## src/rtl/bw_alu_pkg.sv

```systemverilog
package bw_alu_pkg;
  localparam int unsigned DW = 16;

  typedef enum logic [2:0] {
    OP_ADD = 3'd0,
    OP_SUB = 3'd1,
    OP_CMP = 3'd2,
    OP_AND = 3'd3,
    OP_OR  = 3'd4,
    OP_XOR = 3'd5
  } alu_op_e;

  localparam int unsigned SB_C    = 0;
  localparam int unsigned SB_Z    = 1;
  localparam int unsigned SB_N    = 2;
  localparam int unsigned SB_IE   = 3;
  localparam int unsigned SB_CPU  = 4;
  localparam int unsigned SB_OSC  = 5;
  localparam int unsigned SB_V    = 8;
  localparam int unsigned SR_USED = 9;

  typedef struct packed {
    logic v;
    logic n;
    logic z;
    logic c;
  } cond_t;
endpackage

```

## src/rtl/bw_alu_core.sv

```systemverilog
module bw_alu_core
  import bw_alu_pkg::*;
#(
  parameter int unsigned W = 16
) (
  input  logic [2:0]   op,
  input  logic         byte_mode,
  input  logic [W-1:0] a,
  input  logic [W-1:0] b,
  output logic [W-1:0] res,
  output cond_t        cond,
  output logic         known_op,
  output logic         writes_res
);
  localparam int unsigned HALF = W / 2;

  logic         is_sub, is_arith;
  logic [W-1:0] b_eff, logic_res, arith_res, mask;
  logic [W:0]   wsum;
  logic [HALF:0] bsum;
  logic         carry, msb_a, msb_b, msb_r, zero;

  always_comb begin
    is_sub     = (op == OP_SUB) || (op == OP_CMP);
    is_arith   = is_sub || (op == OP_ADD);
    known_op   = (op <= OP_XOR);
    writes_res = known_op && (op != OP_CMP);
    mask       = {{HALF{~byte_mode}}, {HALF{1'b1}}};
    b_eff      = is_sub ? ~b : b;

    wsum = {1'b0, a} + {1'b0, b_eff} + {{W{1'b0}}, is_sub};
    bsum = {1'b0, a[HALF-1:0]} + {1'b0, b_eff[HALF-1:0]} + {{HALF{1'b0}}, is_sub};

    arith_res = byte_mode ? {{HALF{1'b0}}, bsum[HALF-1:0]} : wsum[W-1:0];
    carry     = byte_mode ? bsum[HALF] : wsum[W];

    case (op)
      OP_AND:  logic_res = a & b;
      OP_OR:   logic_res = a | b;
      default: logic_res = a ^ b;
    endcase

    res   = (is_arith ? arith_res : logic_res) & mask;
    msb_a = byte_mode ? a[HALF-1]     : a[W-1];
    msb_b = byte_mode ? b_eff[HALF-1] : b_eff[W-1];
    msb_r = byte_mode ? res[HALF-1]   : res[W-1];
    zero  = byte_mode ? (res[HALF-1:0] == '0) : (res == '0);

    cond.z = zero;
    cond.n = msb_r;
    cond.c = is_arith ? carry : ~zero;
    cond.v = is_arith && (msb_a == msb_b) && (msb_r != msb_a);
  end
endmodule

```

## src/rtl/bw_status_reg.sv

```systemverilog
module bw_status_reg
  import bw_alu_pkg::*;
#(
  parameter int unsigned W = 16
) (
  input  logic         clk,
  input  logic         rst_n,
  input  logic         flag_upd,
  input  cond_t        cond,
  input  logic         sw_we,
  input  logic [W-1:0] sw_data,
  input  logic         irq_enter,
  input  logic         irq_ext,
  input  logic         irq_return,
  output logic [W-1:0] sr
);
  localparam logic [W-1:0] USED_MASK = W'((1 << SR_USED) - 1);

  logic [W-1:0] sr_q, sr_d;

  always_comb begin
    sr_d = sr_q;
    if (sw_we) begin
      sr_d = sw_data & USED_MASK;
    end else begin
      if (flag_upd) begin
        sr_d[SB_C] = cond.c;
        sr_d[SB_Z] = cond.z;
        sr_d[SB_N] = cond.n;
        sr_d[SB_V] = cond.v;
      end
      if (irq_enter) begin
        sr_d[SB_IE]  = 1'b0;
        sr_d[SB_CPU] = 1'b0;
        if (irq_ext) sr_d[SB_OSC] = 1'b0;
      end else if (irq_return) begin
        sr_d[SB_IE] = 1'b1;
      end
    end
  end

  always_ff @(posedge clk or negedge rst_n) begin
    if (!rst_n) sr_q <= '0;
    else        sr_q <= sr_d & USED_MASK;
  end

  assign sr = sr_q;
endmodule

```

## src/rtl/bw_alu_status.sv

```systemverilog
module bw_alu_status
  import bw_alu_pkg::*;
#(
  parameter int unsigned W = DW
) (
  input  logic         clk,
  input  logic         rst_n,
  input  logic         op_valid,
  input  logic [2:0]   op_code,
  input  logic         byte_mode,
  input  logic         flag_we,
  input  logic [W-1:0] src_a,
  input  logic [W-1:0] src_b,
  input  logic         sr_wr_en,
  input  logic [W-1:0] sr_wr_data,
  input  logic         irq_enter,
  input  logic         irq_ext,
  input  logic         irq_return,
  output logic [W-1:0] result,
  output logic [W-1:0] status
);
  logic [W-1:0] core_res, res_q;
  cond_t        core_cond;
  logic         known_op, writes_res;

  bw_alu_core #(.W(W)) u_core (
    .op         (op_code),
    .byte_mode  (byte_mode),
    .a          (src_a),
    .b          (src_b),
    .res        (core_res),
    .cond       (core_cond),
    .known_op   (known_op),
    .writes_res (writes_res)
  );

  bw_status_reg #(.W(W)) u_sr (
    .clk        (clk),
    .rst_n      (rst_n),
    .flag_upd   (op_valid && flag_we && known_op),
    .cond       (core_cond),
    .sw_we      (sr_wr_en),
    .sw_data    (sr_wr_data),
    .irq_enter  (irq_enter),
    .irq_ext    (irq_ext),
    .irq_return (irq_return),
    .sr         (status)
  );

  always_ff @(posedge clk or negedge rst_n) begin
    if (!rst_n)                       res_q <= '0;
    else if (op_valid && writes_res)  res_q <= core_res;
  end

  assign result = res_q;
endmodule

```

## config.mk

```make
export PLATFORM = sky130hd
export DESIGN_NAME = bw_alu_status
export DESIGN_NICKNAME = d
export VERILOG_FILES = /design/src/rtl/bw_alu_pkg.sv /design/src/rtl/bw_alu_core.sv /design/src/rtl/bw_status_reg.sv /design/src/rtl/bw_alu_status.sv
export SDC_FILE = /design/constraint.sdc
export NUM_CORES = 1
export LEC_CHECK = 0
export ABC_CLOCK_PERIOD_IN_PS = 800
export BUFFER_PORTS_ARGS = -buffer_cell sky130_fd_sc_hd__buf_2
export CELL_PAD_IN_SITES_DETAIL_PLACEMENT = 0
export CELL_PAD_IN_SITES_GLOBAL_PLACEMENT = 1
export CORE_MARGIN = 8
export CORE_UTILIZATION = 35
export CTS_CLUSTER_SIZE = 25
export DETAILED_ROUTE_END_ITERATION = 10
export PLACE_DENSITY = 0.77
export REMOVE_ABC_BUFFERS = 1
export SETUP_SLACK_MARGIN = 0.1
export SYNTH_ARGS = -nofsm -noshare
export SYNTH_HDL_FRONTEND = slang
export SYNTH_SLANG_ARGS = --single-unit
```

## constraint.sdc

```tcl
create_clock -name clk -period 0.8 [get_ports clk]
set_input_delay 0.08 -clock clk [delete_from_list [all_inputs] [get_ports clk]]
set_output_delay 0.08 -clock clk [all_outputs]
set_load 0.01 [all_outputs]
```

==> run metrics <==
vias in the first global route approximately 4300; CTS tree yes; clock network latency to the later pin of the worst-skew pair between 0.2 and 0.3 ns; Combinational Power Share between 60% and 70%; Worst Tran Pin Value between 0.5 and 0.6 ns; Core ar. roughly 9600 um^2; crit path DAT 3.18 ns; GPL Wtd Cong approximately 0.9; via count roughly 4000; DP HPWL approximately 10 mm; maximum vdd drop 0.852 mV; max-slew violation count 0; crit path cell chain buf_8, xnor2_4, nor2_4, buf_12, buf_4, xnor2_2, ha_1, nand2_2, and2_4, or3_4, a211o_1, o211ai_2, buf_4, and2_1, nand4_1, or4_4, a2bb2oi_2; Setup Crit Path Kind input pin to register; startpoint types input pin; Die Area 13200 um^2; Die Ht roughly 110 um; placed cell count around 770; Longest Clk Path Bufs 2; Worst slew margin between 60 and 70%; Pint between 4 and 5 mW; Hold Crit Class input pin to register; global-route wire length before repair slightly above 20 mm; H-tree depth 1; Area Overhead vs Synth 70.8%; CP endpoint kind register; failing checks setup timing; Mapped Area approximately 3400 um^2; grt ovf 0; total power density per cell area ~1200 nW/um^2; endpoints failing setup 45; status finished with violations; Crit path required time 1.00 ns; Max Cap Viol 0; fin cells about 800; crit-path max cell delay 0.51 ns; register area share after synthesis a little under a fifth; maximum clock rate ~0.34 GHz; Final Hold Viols 0; GRT Total Usage a little under a fifth; nets 776; Post-synth ARST share between 90% and 100%; wirelength, routed around 13 mm; clock share of power about a tenth; Seq pwr share approximately 22%; area leader, netlist dfrtp_1; Pwr Total around 7.3 mW; CP max-delay cell or4_4; n_diodes 0; final worst slack -2.18 ns; Fin Clk Skew 0 ns; Avg Vias per Cell a little over 5; WL per Instance ~16 um; most frequent cells after synthesis ha_1 (50), nand2_1 (50), inv_1 (40), o21ai_0 (33), a21oi_1 (28); post-synthesis cell count around 430; yosys warns 0; FF+latch count, synth 25; RSZ-0062 raised after global routing true; period utilization 373%; Clock Tree Root clkbuf_8; most used cell, CP buf_4; largest net degree at the start of global routing 26; Avg Synthesized Cell Area around 7.9 um^2; Cell variety after synth 70; Row Count 36; setup tns final -32.68 ns; antenna violations before repair 0; DRC 0; CTS Buf Count 3; CTS Sinks 25; layout cells sized above 1 52.1%; CP Max Fanout 8; Min Hold Slack 0.0193 ns; largest cells by area after synthesis dfrtp_1 (18%), ha_1 (18%), nand2_1 (5.5%); Area after DPL just under 5000 um^2; Initial DRC Count 170; Psw 2.86 mW; top-area cell type share of the netlist area 18.3%; IO Pins about 90; Synth Flop Type dfrtp_1; Die W 115 um; Starting Density between 30 and 40%; switch share roughly two fifths; final instance area ~5800 um^2; fin util between 60% and 70%; Worst-path clk slew 0.08 ns; PortBufs 77; Post-synth EDFFs 0; Final Critical Period 2.98 ns; P_leak 2.82 nW; Final ANT Viol Nets 0; filler cell count between 800 and 900; 1st-pass router iterations 5; Place WS -2.64 ns
[registers in the layout, indices dropped and copies added, names as in the netlist]
name and flops:
u_sr.sr 9, result 16
[worst max-delay path, delay by kind of cell]
| family | cells | cell delay (ns) |
|---|---|---|
| AND/OR/NAND/NOR | 7 | 1.43 |
| buffers and inverters | 4 | 0.55 |
| AO/OA/AOI/OAI | 3 | 0.48 |
| adder cells (fa/ha/maj) | 1 | 0.32 |
| XOR/XNOR | 2 | 0.31 |
[final cells by class]
class	count	area, um^2	share of cell area [%]
Clock buffer	4	45.0	0.773
Inverter	40	153	2.62
Multi-Input combinational cell	350	3080	52.8
Sequential cell	25	626	10.7
Tap cell	133	166	2.86
Timing Repair Buffer	245	1760	30.2
[layer usage]
metal	GRT usage [%]	part of all wire [%]
met5	0	0
met4	4.64	2.3
met3	2.32	3.7
met2	36.6	53
met1	21.8	41
[cells in the final DEF (no fill, tap or decap), types with 12 or more instances in the layout]
cell / count
a21oi_1: 16
a21oi_2: 12
inv_1: 39
buf_6: 17
buf_4: 154
nand2_1: 47
o21ai_0: 19
ha_1: 41
nor2_1: 12
dfrtp_1: 25
buf_2: 70
[power by group through the flow]
stage               logic (mW)  registers [mW]  clock network, mW
floorplan                 1.76            1.68                  0
global placement          3.77            1.58                  0
detailed placement        3.85            1.59                  0
CTS                       4.42            1.57              0.750
global route              5.38            1.60              0.802
finish                    4.97            1.57              0.727
[cells by family (layout without fill, tap and decap cells)]
group,Yosys count,after routing,synth area share [%]
other,1,7,0.110
flip-flops,25,25,18.3
AND/OR/NAND/NOR,129,129,19.0
buffers and inverters,65,289,8.44
adder cells (fa/ha/maj),51,51,18.9
AO/OA/AOI/OAI,137,137,28.0
XOR/XNOR,19,19,4.88
multiplexers,7,7,2.24
[path summary, 6_finish.rpt]
check	start	to	slack, ns	cells after the start
setup / recovery	op_code[0]	u_sr.sr[1]	-2.18	17
hold / removal	sr_wr_data[5]	u_sr.sr[5]	0.02	3
setup reg to reg	u_sr.sr[0]	u_sr.sr[0]	-0.08	4
hold reg to reg	result[0]	result[0]	0.48	2
max in group asynchronous	rst_n	result[3]	0.23	3
min in group asynchronous	rst_n	u_sr.sr[3]	0.32	3
[timing repair]
action,4_1_cts,5_1_grt
pin swaps,42,34
endpoints found under the setup margin,47,48
setup buffers,19,10
endpoints found under the hold margin,25,0
hold buffers,1,0
gates resized for setup,82,54
Power figures use the tool's default switching activity.
